**src/rtl/flash_qe_pkg.sv**
```systemverilog
package flash_qe_pkg;

    // Command bytes, most significant bit sent first
    localparam logic [7:0] OP_READ_SR2  = 8'h35;
    localparam logic [7:0] OP_WRITE_EN  = 8'h06;
    localparam logic [7:0] OP_WRITE_SR2 = 8'h31;
    localparam logic [7:0] OP_READ_SR1  = 8'h05;
    localparam logic [7:0] OP_FILLER    = 8'h00;

    typedef enum logic [3:0] {
        ST_BOOT_GAP,
        ST_RD_OP,
        ST_RD_DAT,
        ST_RD_GAP,
        ST_WE_OP,
        ST_WE_GAP,
        ST_WR_OP,
        ST_WR_DAT,
        ST_WR_GAP,
        ST_PL_OP,
        ST_PL_DAT,
        ST_PL_GAP,
        ST_DONE,
        ST_FAULT
    } qe_state_t;

endpackage

```
**src/rtl/qe_sclk_gen.sv**
```systemverilog
// Serial clock divider: runs only while a byte is in flight, idles low.
module qe_sclk_gen #(
    parameter int DIV = 4
) (
    input  logic clk,
    input  logic rst_n,
    input  logic run,
    output logic sclk,
    output logic rise,
    output logic fall
);
    localparam int HALF = DIV / 2;
    localparam int CW   = (HALF > 1) ? $clog2(HALF) : 1;

    logic [CW-1:0] phase_cnt;
    logic          level;
    logic          tick;

    assign tick = run && (phase_cnt == CW'(HALF - 1));

    always_ff @(posedge clk or negedge rst_n) begin
        if (!rst_n) begin
            phase_cnt <= '0;
            level     <= 1'b0;
        end else if (!run) begin
            phase_cnt <= '0;
            level     <= 1'b0;
        end else if (tick) begin
            phase_cnt <= '0;
            level     <= ~level;
        end else begin
            phase_cnt <= phase_cnt + 1'b1;
        end
    end

    assign sclk = level;
    assign rise = tick & ~level;
    assign fall = tick & level;

endmodule

```
**src/rtl/qe_byte_shifter.sv**
```systemverilog
// One byte in each direction, mode 0: capture on rise, advance on fall.
module qe_byte_shifter #(
    parameter int W = 8
) (
    input  logic         clk,
    input  logic         rst_n,
    input  logic         start,
    input  logic [W-1:0] tx,
    input  logic         miso,
    input  logic         rise,
    input  logic         fall,
    output logic         mosi,
    output logic         busy,
    output logic         done,
    output logic [W-1:0] rx
);
    localparam int BW = (W > 1) ? $clog2(W) : 1;

    logic [W-1:0]  out_sh;
    logic [W-1:0]  in_sh;
    logic [BW-1:0] bit_idx;

    always_ff @(posedge clk or negedge rst_n) begin
        if (!rst_n) begin
            out_sh  <= '0;
            in_sh   <= '0;
            bit_idx <= '0;
            busy    <= 1'b0;
            done    <= 1'b0;
        end else begin
            done <= 1'b0;
            if (start && !busy) begin
                out_sh  <= tx;
                bit_idx <= '0;
                busy    <= 1'b1;
            end else if (busy) begin
                if (rise) begin
                    in_sh <= {in_sh[W-2:0], miso};
                end
                if (fall) begin
                    if (bit_idx == BW'(W - 1)) begin
                        busy <= 1'b0;
                        done <= 1'b1;
                    end else begin
                        bit_idx <= bit_idx + 1'b1;
                        out_sh  <= {out_sh[W-2:0], 1'b0};
                    end
                end
            end
        end
    end

    assign mosi = out_sh[W-1];
    assign rx   = in_sh;

endmodule

```
**src/rtl/qe_poll_limit.sv**
```systemverilog
// Counts status polls and flags when the allowed number is used up.
module qe_poll_limit #(
    parameter int MAX = 100000
) (
    input  logic clk,
    input  logic rst_n,
    input  logic clear,
    input  logic bump,
    output logic limit_hit
);
    localparam int CW = $clog2(MAX + 1);

    logic [CW-1:0] polls;

    always_ff @(posedge clk or negedge rst_n) begin
        if (!rst_n) begin
            polls <= '0;
        end else if (clear) begin
            polls <= '0;
        end else if (bump && (polls != CW'(MAX))) begin
            polls <= polls + 1'b1;
        end
    end

    assign limit_hit = (polls == CW'(MAX));

endmodule

```
**src/rtl/flash_qe_seq.sv**
```systemverilog
module flash_qe_seq
    import flash_qe_pkg::*;
#(
    parameter int         CLK_DIV     = 4,
    parameter int         CS_GAP_SCLK = 1,
    parameter int         MAX_POLLS   = 100000,
    parameter logic [7:0] QE_VALUE    = 8'h02,
    parameter int         BUSY_BIT    = 0
) (
    input  logic clk,
    input  logic rst_n,
    input  logic spi_miso,
    output logic spi_cs_n,
    output logic spi_sclk,
    output logic spi_mosi,
    output logic qe_done,
    output logic qe_timeout
);
    localparam int BYTE_W  = 8;
    localparam int GAP_LEN = CS_GAP_SCLK * CLK_DIV;
    localparam int GAP_W   = $clog2(GAP_LEN + 1);

    qe_state_t          state;
    qe_state_t          nxt;
    logic [GAP_W-1:0]   gap_cnt;
    logic               in_gap;
    logic               in_xfer;
    logic               gap_end;
    logic               xfer_go;
    logic [BYTE_W-1:0]  tx_byte;
    logic [BYTE_W-1:0]  resp_q;
    logic               sh_busy;
    logic               sh_done;
    logic [BYTE_W-1:0]  sh_rx;
    logic               clk_rise;
    logic               clk_fall;
    logic               poll_bump;
    logic               poll_clear;
    logic               poll_limit;

    // ---------------- sub-blocks ----------------
    qe_sclk_gen #(.DIV(CLK_DIV)) u_sclk (
        .clk   (clk),
        .rst_n (rst_n),
        .run   (sh_busy),
        .sclk  (spi_sclk),
        .rise  (clk_rise),
        .fall  (clk_fall)
    );

    qe_byte_shifter #(.W(BYTE_W)) u_shift (
        .clk   (clk),
        .rst_n (rst_n),
        .start (xfer_go),
        .tx    (tx_byte),
        .miso  (spi_miso),
        .rise  (clk_rise),
        .fall  (clk_fall),
        .mosi  (spi_mosi),
        .busy  (sh_busy),
        .done  (sh_done),
        .rx    (sh_rx)
    );

    assign poll_bump  = (state == ST_PL_DAT) && sh_done;
    assign poll_clear = (state == ST_BOOT_GAP);

    qe_poll_limit #(.MAX(MAX_POLLS)) u_polls (
        .clk       (clk),
        .rst_n     (rst_n),
        .clear     (poll_clear),
        .bump      (poll_bump),
        .limit_hit (poll_limit)
    );

    // ---------------- state register ----------------
    always_ff @(posedge clk or negedge rst_n) begin
        if (!rst_n) begin
            state <= ST_BOOT_GAP;
        end else begin
            state <= nxt;
        end
    end

    // chip-select gap timer
    assign gap_end = in_gap && (gap_cnt == GAP_W'(GAP_LEN - 1));

    always_ff @(posedge clk or negedge rst_n) begin
        if (!rst_n) begin
            gap_cnt <= '0;
        end else if (in_gap && !gap_end) begin
            gap_cnt <= gap_cnt + 1'b1;
        end else begin
            gap_cnt <= '0;
        end
    end

    // captured response byte of read frames
    always_ff @(posedge clk or negedge rst_n) begin
        if (!rst_n) begin
            resp_q <= '0;
        end else if (sh_done && ((state == ST_RD_DAT) || (state == ST_PL_DAT))) begin
            resp_q <= sh_rx;
        end
    end

    // ---------------- next state ----------------
    always_comb begin
        nxt = state;
        unique case (state)
            ST_BOOT_GAP: if (gap_end) nxt = ST_RD_OP;
            ST_RD_OP:    if (sh_done) nxt = ST_RD_DAT;
            ST_RD_DAT:   if (sh_done) nxt = ST_RD_GAP;
            ST_RD_GAP: begin
                if (gap_end) begin
                    nxt = (resp_q == QE_VALUE) ? ST_DONE : ST_WE_OP;
                end
            end
            ST_WE_OP:    if (sh_done) nxt = ST_WE_GAP;
            ST_WE_GAP:   if (gap_end) nxt = ST_WR_OP;
            ST_WR_OP:    if (sh_done) nxt = ST_WR_DAT;
            ST_WR_DAT:   if (sh_done) nxt = ST_WR_GAP;
            ST_WR_GAP:   if (gap_end) nxt = ST_PL_OP;
            ST_PL_OP:    if (sh_done) nxt = ST_PL_DAT;
            ST_PL_DAT:   if (sh_done) nxt = ST_PL_GAP;
            ST_PL_GAP: begin
                if (gap_end) begin
                    if (!resp_q[BUSY_BIT]) begin
                        nxt = ST_DONE;
                    end else if (poll_limit) begin
                        nxt = ST_FAULT;
                    end else begin
                        nxt = ST_PL_OP;
                    end
                end
            end
            ST_DONE:     nxt = ST_DONE;
            ST_FAULT:    nxt = ST_FAULT;
            default:     nxt = ST_BOOT_GAP;
        endcase
    end

    // ---------------- outputs ----------------
    always_comb begin
        in_gap     = 1'b0;
        in_xfer    = 1'b0;
        tx_byte    = OP_FILLER;
        qe_done    = 1'b0;
        qe_timeout = 1'b0;
        unique case (state)
            ST_BOOT_GAP, ST_RD_GAP, ST_WE_GAP, ST_WR_GAP, ST_PL_GAP: begin
                in_gap = 1'b1;
            end
            ST_RD_OP: begin
                in_xfer = 1'b1;
                tx_byte = OP_READ_SR2;
            end
            ST_WE_OP: begin
                in_xfer = 1'b1;
                tx_byte = OP_WRITE_EN;
            end
            ST_WR_OP: begin
                in_xfer = 1'b1;
                tx_byte = OP_WRITE_SR2;
            end
            ST_WR_DAT: begin
                in_xfer = 1'b1;
                tx_byte = QE_VALUE;
            end
            ST_PL_OP: begin
                in_xfer = 1'b1;
                tx_byte = OP_READ_SR1;
            end
            ST_RD_DAT, ST_PL_DAT: begin
                in_xfer = 1'b1;
            end
            ST_DONE:  qe_done    = 1'b1;
            ST_FAULT: qe_timeout = 1'b1;
            default: ;
        endcase
    end

    assign spi_cs_n = ~in_xfer;
    assign xfer_go  = in_xfer && !sh_busy && !sh_done;

endmodule

```
**config.mk**
```make
export PLATFORM = sky130hd
export DESIGN_NAME = flash_qe_seq
export DESIGN_NICKNAME = d
export VERILOG_FILES = /design/src/rtl/flash_qe_pkg.sv /design/src/rtl/qe_sclk_gen.sv /design/src/rtl/qe_byte_shifter.sv /design/src/rtl/qe_poll_limit.sv /design/src/rtl/flash_qe_seq.sv
export SDC_FILE = /design/constraint.sdc
export NUM_CORES = 1
export LEC_CHECK = 0
export ABC_AREA = 1
export BUFFER_PORTS_ARGS = -buffer_cell sky130_fd_sc_hd__buf_4
export CORE_MARGIN = 2
export CORE_UTILIZATION = 35
export DETAILED_ROUTE_END_ITERATION = 8
export SLEW_MARGIN = 0
export SYNTH_ARGS = -nofsm -noshare
export SYNTH_HDL_FRONTEND = slang
export SYNTH_SLANG_ARGS = --single-unit
```
**constraint.sdc**
```tcl
create_clock -name clk -period 1.55 [get_ports clk]
set_input_delay 0.155 -clock clk [delete_from_list [all_inputs] [get_ports clk]]
set_output_delay 0.155 -clock clk [all_outputs]
set_load 0.1 [all_outputs]
```
# ---- After elaboration in Yosys (flattened, before gate mapping)
# Cells that the tools add are included.
dict set report totals {
  reg_bits 55
  latchBits 0
  ramBits 0
  mem_bits_ro 0
  wordCells 118
  n_memories 0
}
dict set report classes {
  addsub 4
  n_mul 0
  n_div 0
  order_cmp 0
  n_eq_ne 32
  shifts 0
  muxes 44
  bitwise_logic 5
  reduce_logical 22
}
# cell n
set op_table {}
lappend op_table {{$pmux W4 S14} 1}
lappend op_table {{$mux W4} 13}
lappend op_table {{$mux W17} 2}
lappend op_table {{$mux W8} 4}
lappend op_table {{$pmux W6 S5} 1}
lappend op_table {{$eq A4 B4 Y1 const B} 6}
lappend op_table {{$mux W3} 7}
lappend op_table {{$add A17 B1 Y17 const B} 1}
lappend op_table {{$eq A17 B17 Y1 const B} 1}
lappend op_table {{$ne A17 B17 Y1 const B} 1}
lappend op_table {{$eq A4 B3 Y1 const B} 4}
lappend op_table {{$mux W1} 16}
lappend op_table {{$ne A2 B1 Y1 const B} 8}
lappend op_table {{$ne A2 B2 Y1 const B} 6}
lappend op_table {{$reduce_and A12 Y1} 1}
lappend op_table {{$logic_and A1 B1 Y1} 9}
lappend op_table {{$eq A4 B2 Y1 const B} 2}
lappend op_table {{$eq A8 B2 Y1 const B} 1}
lappend op_table {{$reduce_or A7 Y1} 1}
lappend op_table {{$add A3 B1 Y3 const B} 2}
lappend op_table {{$reduce_and A3 Y1} 2}
lappend op_table {{$reduce_bool A2 Y1} 3}
lappend op_table {{$reduce_or A5 Y1} 1}
lappend op_table {{$eq A4 B1 Y1 const B} 1}
lappend op_table {{8 further kinds} 13}

# ---- Depth between registers and ports, before layout
dict set report logic_depth {
  word_depth 8
  mapped_depth 13
  mapped_depth_nobuf 12
}

# ---- By module
# A second synthesis with hierarchy kept.
dict set report hier_totals {
  hier_cells 436
  area_unflattened_um2 3215.6
}
# module instances cells_each area_each_um2 seq_area_each_um2
set modules_own_cells {}
lappend modules_own_cells {qe_poll_limit 1 179 1224.9 425.4}
lappend modules_own_cells {qe_byte_shifter 1 117 1006.0 525.5}
lappend modules_own_cells {flash_qe_seq 1 128 894.6 375.4}
lappend modules_own_cells {qe_sclk_gen 1 12 90.1 50.0}

# ---- Least setup slack after synthesis
# OpenSTA, ideal clock, no wires.
dict set report synth_path {
  kind {register -> register}
  start {reg state[1]}
  end {reg state[0]}
  setup_time_ps 76
  arrival_time_ps 2186
  required_ps 1474
  path_slack_ps -712
  stages_incl_launch_ff 8
  n_path_buf 0
  synth_period_minus_slack_ps 2262
  cell_sequence {dfrtp_1 > inv_2 > nand2_2 > nor2_1 > a21oi_1 > nand4_1 > nand2_1 > o21ai_1}
}
dict set report synth_via {
  elab_chain_len 6
  word_cells_on_any_way 31
  classes_between {eq/ne: 25; mux: 2; reduce/logical: 4}
}
# item line
set synth_rtl {}
lappend synth_rtl {{from (decl)} flash_qe_seq.sv:23} ;# qe_state_t state;
lappend synth_rtl {{from (signal assigned)} flash_qe_seq.sv:81} ;# state <= nxt;
lappend synth_rtl {{$eq A4 B4 Y1 (tied with other cells)} {flash_qe_seq.sv:110, flash_qe_seq.sv:150}}
lappend synth_rtl {{$reduce_or A5 Y1} flash_qe_seq.sv:150} ;# unique case (state)
lappend synth_rtl {{$mux W1} flash_qe_seq.sv:150}
lappend synth_rtl {{$logic_and A1 B1 Y1} flash_qe_seq.sv:86} ;# assign gap_end = in_gap && (gap_cnt == GAP_W'(GAP_LEN - 1));
lappend synth_rtl {{$ne A2 B2 Y1 (no source line)} n/a}
lappend synth_rtl {{$reduce_and A12 Y1 (no source line)} n/a}
# Parallel ways exist; a longest one is shown, timed or not.
# A chain may end at the register's enable or synchronous reset.

# ---- Worst setup path after layout
dict set report layout_path {
  start {reg state[1]}
  end {reg u_polls.polls[1]}
}
dict set report layout_via {
  elab_chain_len 4
  word_cells_on_any_way 6
  classes_between {eq/ne: 1; mux: 1; reduce/logical: 4}
}
# item line
set layout_rtl {}
lappend layout_rtl {{$eq A4 B4 Y1} flash_qe_seq.sv:65} ;# assign poll_bump = (state == ST_PL_DAT) && sh_done;
lappend layout_rtl {{$logic_and A1 B1 Y1} flash_qe_seq.sv:65}
lappend layout_rtl {{$logic_and A1 B1 Y1} qe_poll_limit.sv:20} ;# end else if (bump && (polls != CW'(MAX))) begin
lappend layout_rtl {{$reduce_bool A2 Y1 (no source line)} n/a}
lappend layout_rtl {{to (signal assigned)} qe_poll_limit.sv:21} ;# polls <= polls + 1'b1;
lappend layout_rtl {{to (decl)} qe_poll_limit.sv:13} ;# logic [CW-1:0] polls;
# Parallel ways exist; a longest one is shown, timed or not.

==> impl_summary.log <==
[metrics] max capacitance violation total: 0
[metrics] gr busiest metal: met2
[metrics] data required time at the worst endpoint: 1740 ps
[metrics] YS warnings: 0
[metrics] global-route wire length before repair: 11.5 mm
[metrics] Total Wirelength: 6.79 mm
[metrics] clk slew on worst S/H paths: 100 ps
[metrics] CTS Buf Count: 5
[metrics] number of distinct library cell variants in the gate-level netlist after synthesis: 28
[metrics] main area contributors after synthesis: sky130_fd_sc_hd__dfrtp_1 (46%), sky130_fd_sc_hd__nand2_1 (16%), sky130_fd_sc_hd__nor2_1 (7.6%), sky130_fd_sc_hd__inv_1 (5.6%), sky130_fd_sc_hd__o21ai_0 (4.0%)
[metrics] register bit total from synthesis: 55
[metrics] router iterations before antenna repair: 4
[metrics] Final Wtd Congestion: 0.990
[metrics] worst-case hold path end point: u_shift.rx[0]
[metrics] layout overhead on the synthesized area: 26.1%
[metrics] initial antenna violation count: 0
[metrics] run status: complete, no violations
[metrics] Chip Height: 96.5 um
[metrics] antenna cell count: 0
[metrics] per-instance average area after synthesis: 7.36 um^2
[metrics] share of the core filled with cells: 0.457
[metrics] Cells after Synth: 407
[metrics] pin count of the biggest net entering global routing: 49
[metrics] detail-routed net length per standard cell: 12.0 um
[metrics] root buf cell: sky130_fd_sc_hd__clkbuf_8
[metrics] GR Util met2: 0.285
[metrics] aggregate global-route resource usage: 0.158
[metrics] total power of the final layout: 2.29 mW
[metrics] clock network latency to the later pin of the worst-skew pair: 310 ps
[metrics] sequential area share after synthesis: 0.459
[metrics] maximum vdd ir drop: 0.526 mV
[metrics] top-level port count: 8
[metrics] worst reg2reg path endpoint: u_polls.polls[1]
[metrics] Hold Path Origin: spi_miso
[metrics] vias: 2696
[metrics] M1 GR Usage: 0.187
[metrics] initial core utilization: 0.363
[metrics] worst clock skew: 7.10 ps
[metrics] R2R depth: 9
[metrics] final HPWL from detailed placement: 4.76 mm
[metrics] measured slew at the worst slew-check pin: 610 ps
[metrics] area of the mapped netlist: 3000 um^2
[metrics] # placed instances: 543
[metrics] top-area cell type share of the netlist area: 0.459
[metrics] post-route clock period utilization: 0.996
[metrics] stage delay of the slowest cell on the critical path: 450 ps
[metrics] Hold WC Path Type: in -> reg
[metrics] total gr overflow: 0
[metrics] WHS Path Cells: 3
[metrics] TritonCTS clock tree: done
[metrics] pre-CTS worst setup slack: 8.59 ps
[metrics] most common library cell in the layout ignoring fill and taps: sky130_fd_sc_hd__nand2_1
[metrics] leakage power: 1.92 nW
[metrics] fill cell instance count of the final layout: 830
[metrics] Worst Setup Slack, final: 6.01 ps
[metrics] final setup violation count: 0
[metrics] Power Dens Cells: 607 nW/um^2
[metrics] Crit path max-delay family: buffers and inverters
[metrics] Core Footprint: 8260 um^2
[metrics] max-slew violation count: 0
[metrics] vias in the first global route: 2697
[metrics] Synthesized Nets: 416
[metrics] worst reg2reg path startpoint: state[1]
[metrics] Peak Freq: 0.648 GHz
[metrics] clk buf depth: 2
[metrics] drt via density: 4.78
[metrics] DIE AREA: 9320 um^2
[metrics] number of sinks driven by the clock tree: 55
[metrics] met3 Track Usage GR: 0.0287
[metrics] count of antenna-violating nets left after detailed routing: 0
[metrics] overall die width: 96.5 um
[metrics] # nets final: 467
[metrics] number of hold violations in the final report: 0
[metrics] R2R setup slack: 6 ps
[metrics] crit path buf inv count: 4
[metrics] cell accounting for the most synthesized area: sky130_fd_sc_hd__dfrtp_1
[metrics] worst rel slew slack: 0.593
[metrics] H-Tree Depth: 2
[metrics] unrepaired setup endpoints after global routing: true
[metrics] Final Non-Filler Cells: 564
[metrics] CP cell instances: inv_4, nor2_4, buf_4, nand4_2, inv_1, nand2_1, nand2_2, buf_6, o21ai_0
[metrics] commonest non-fill, non-tap cells in the layout: sky130_fd_sc_hd__nand2_1 (120), sky130_fd_sc_hd__nor2_1 (53), sky130_fd_sc_hd__dfrtp_1 (51)
[metrics] clock period minus final worst setup slack: 1540 ps
[metrics] Max stage delay cell, worst path: sky130_fd_sc_hd__dfrtp_2
[metrics] post-detailed-route DRC marker count: 0
[metrics] critical path type: reg -> reg
[metrics] total number of placement rows: 33
[metrics] layout cells sized above 1: 0.235
[metrics] DRC violation total after the first TritonRoute iteration: 110
[metrics] number of I/O port buffers: 7
[metrics] type of origin of the critical path: flop
[metrics] WP data arrival: 1740 ps
[metrics] CP Max Fanout: 5
[metrics] CP endpoint kind: flop
## cell usage after synthesis
master and n:
sky130_fd_sc_hd__nand2_1 128, sky130_fd_sc_hd__nor2_1 61, sky130_fd_sc_hd__dfrtp_1 55, sky130_fd_sc_hd__inv_1 45, sky130_fd_sc_hd__o21ai_0 24, sky130_fd_sc_hd__nand3_1 22, sky130_fd_sc_hd__nand4_1 19, sky130_fd_sc_hd__a21oi_1 7
sky130_fd_sc_hd__inv_2 7, sky130_fd_sc_hd__ha_1 6, sky130_fd_sc_hd__nand2_2 4, sky130_fd_sc_hd__xor2_1 4, sky130_fd_sc_hd__buf_6 3, sky130_fd_sc_hd__nor3_1 3, sky130_fd_sc_hd__buf_2 2, sky130_fd_sc_hd__clkbuf_1 2
sky130_fd_sc_hd__nand3b_1 2, sky130_fd_sc_hd__nor2_4 2, sky130_fd_sc_hd__o21ai_1 2, sky130_fd_sc_hd__a21o_1 1, sky130_fd_sc_hd__mux2_2 1, sky130_fd_sc_hd__nand3_2 1, sky130_fd_sc_hd__nand3b_2 1, sky130_fd_sc_hd__nand4_2 1
sky130_fd_sc_hd__o211ai_1 1, sky130_fd_sc_hd__o21ai_2 1, sky130_fd_sc_hd__o21bai_1 1, sky130_fd_sc_hd__o22ai_1 1
## metrics by stage
stage	TNS (ps)	hold slack, ps	area [um^2]
after detailed placement	0	219	3380
after floorplan	-23.5	-141	3020
after CTS	-19.8	82.3	3590
final	0	85.6	3780
after global placement	0	217	3380
after global routing	-985	109	3780
## layer usage
layer / share of wire / vias up / routed length [um]
met4: 0.021 / 0 / 140
met2: 0.49 / 41 / 3350
met1: 0.46 / 1247 / 3110
li1: - / 1395 / -
met3: 0.028 / 13 / 193
met5: 0 / - / 0
## logic make-up (layout without fill, tap and decap cells)
group,after synthesis,after routing,share of synthesized area
flops,55,55,0.459
simple gates,244,244,0.350
compound gates,38,38,0.0676
buf+inv,59,111,0.0823
fa+ha+maj,6,6,0.0251
xor+xnor,4,4,0.0117
mux,1,1,0.00376
## final cells by class
cell class,instances,area (um^2),share of cell area
Sequential cell,55,1380,0.366
Multi-Input combinational cell,293,1530,0.404
Inverter,52,213,0.0563
Clock inverter,2,12.5,0.00331
Tap cell,105,131,0.0348
Clock buffer,6,72.6,0.0192
Timing Repair Buffer,51,438,0.116
## worst max-delay path by stage
stage	start	endpoint	slack (ps)	depth (start not counted)
4_1_cts	state[1]	spi_cs_n	-10	6
2_1_floorplan	state[1]	spi_cs_n	-20	5
3_5_place_dp	u_shift.bit_idx[0]	u_shift.out_sh[4]	9	8
3_3_place_gp	u_shift.bit_idx[0]	u_shift.out_sh[4]	50	8
5_1_grt	state[1]	u_polls.polls[8]	-80	10
6_report	state[1]	u_polls.polls[1]	6	9
## state kept, by name (all words and copies together) (netlist names)
| register | count |
|---|---|
| u_shift.done | 1 |
| u_shift.busy | 1 |
| resp_q | 8 |
| u_polls.polls | 17 |
| u_shift.out_sh | 8 |
| state | 4 |
| u_sclk.sclk | 1 |
| u_shift.rx | 8 |
| u_shift.bit_idx | 3 |
| u_sclk.phase_cnt | 1 |
| gap_cnt | 3 |
## what timing repair did
item,CTS,global route
pin swaps,2,14
hold buffers,1,0
setup endpoints to repair,4,33
gates resized for setup,20,43
endpoints found under the hold margin,47,0
setup buffers,7,6
## tightest hold or removal path, cell delays in order
cell                      delay, ps
sky130_fd_sc_hd__buf_4           70
sky130_fd_sc_hd__nor2_1          30
sky130_fd_sc_hd__a21oi_1         90
## power breakdown
group | switching, mW | total (mW) | internal [mW]
Clock | 0.476 | 0.794 | 0.318
Combinational | 0.0363 | 0.0481 | 0.0118
Sequential | 0.00537 | 1.45 | 1.44
Total | 0.518 | 2.29 | 1.77
Note: power is estimated with default switching activity, not from simulation.
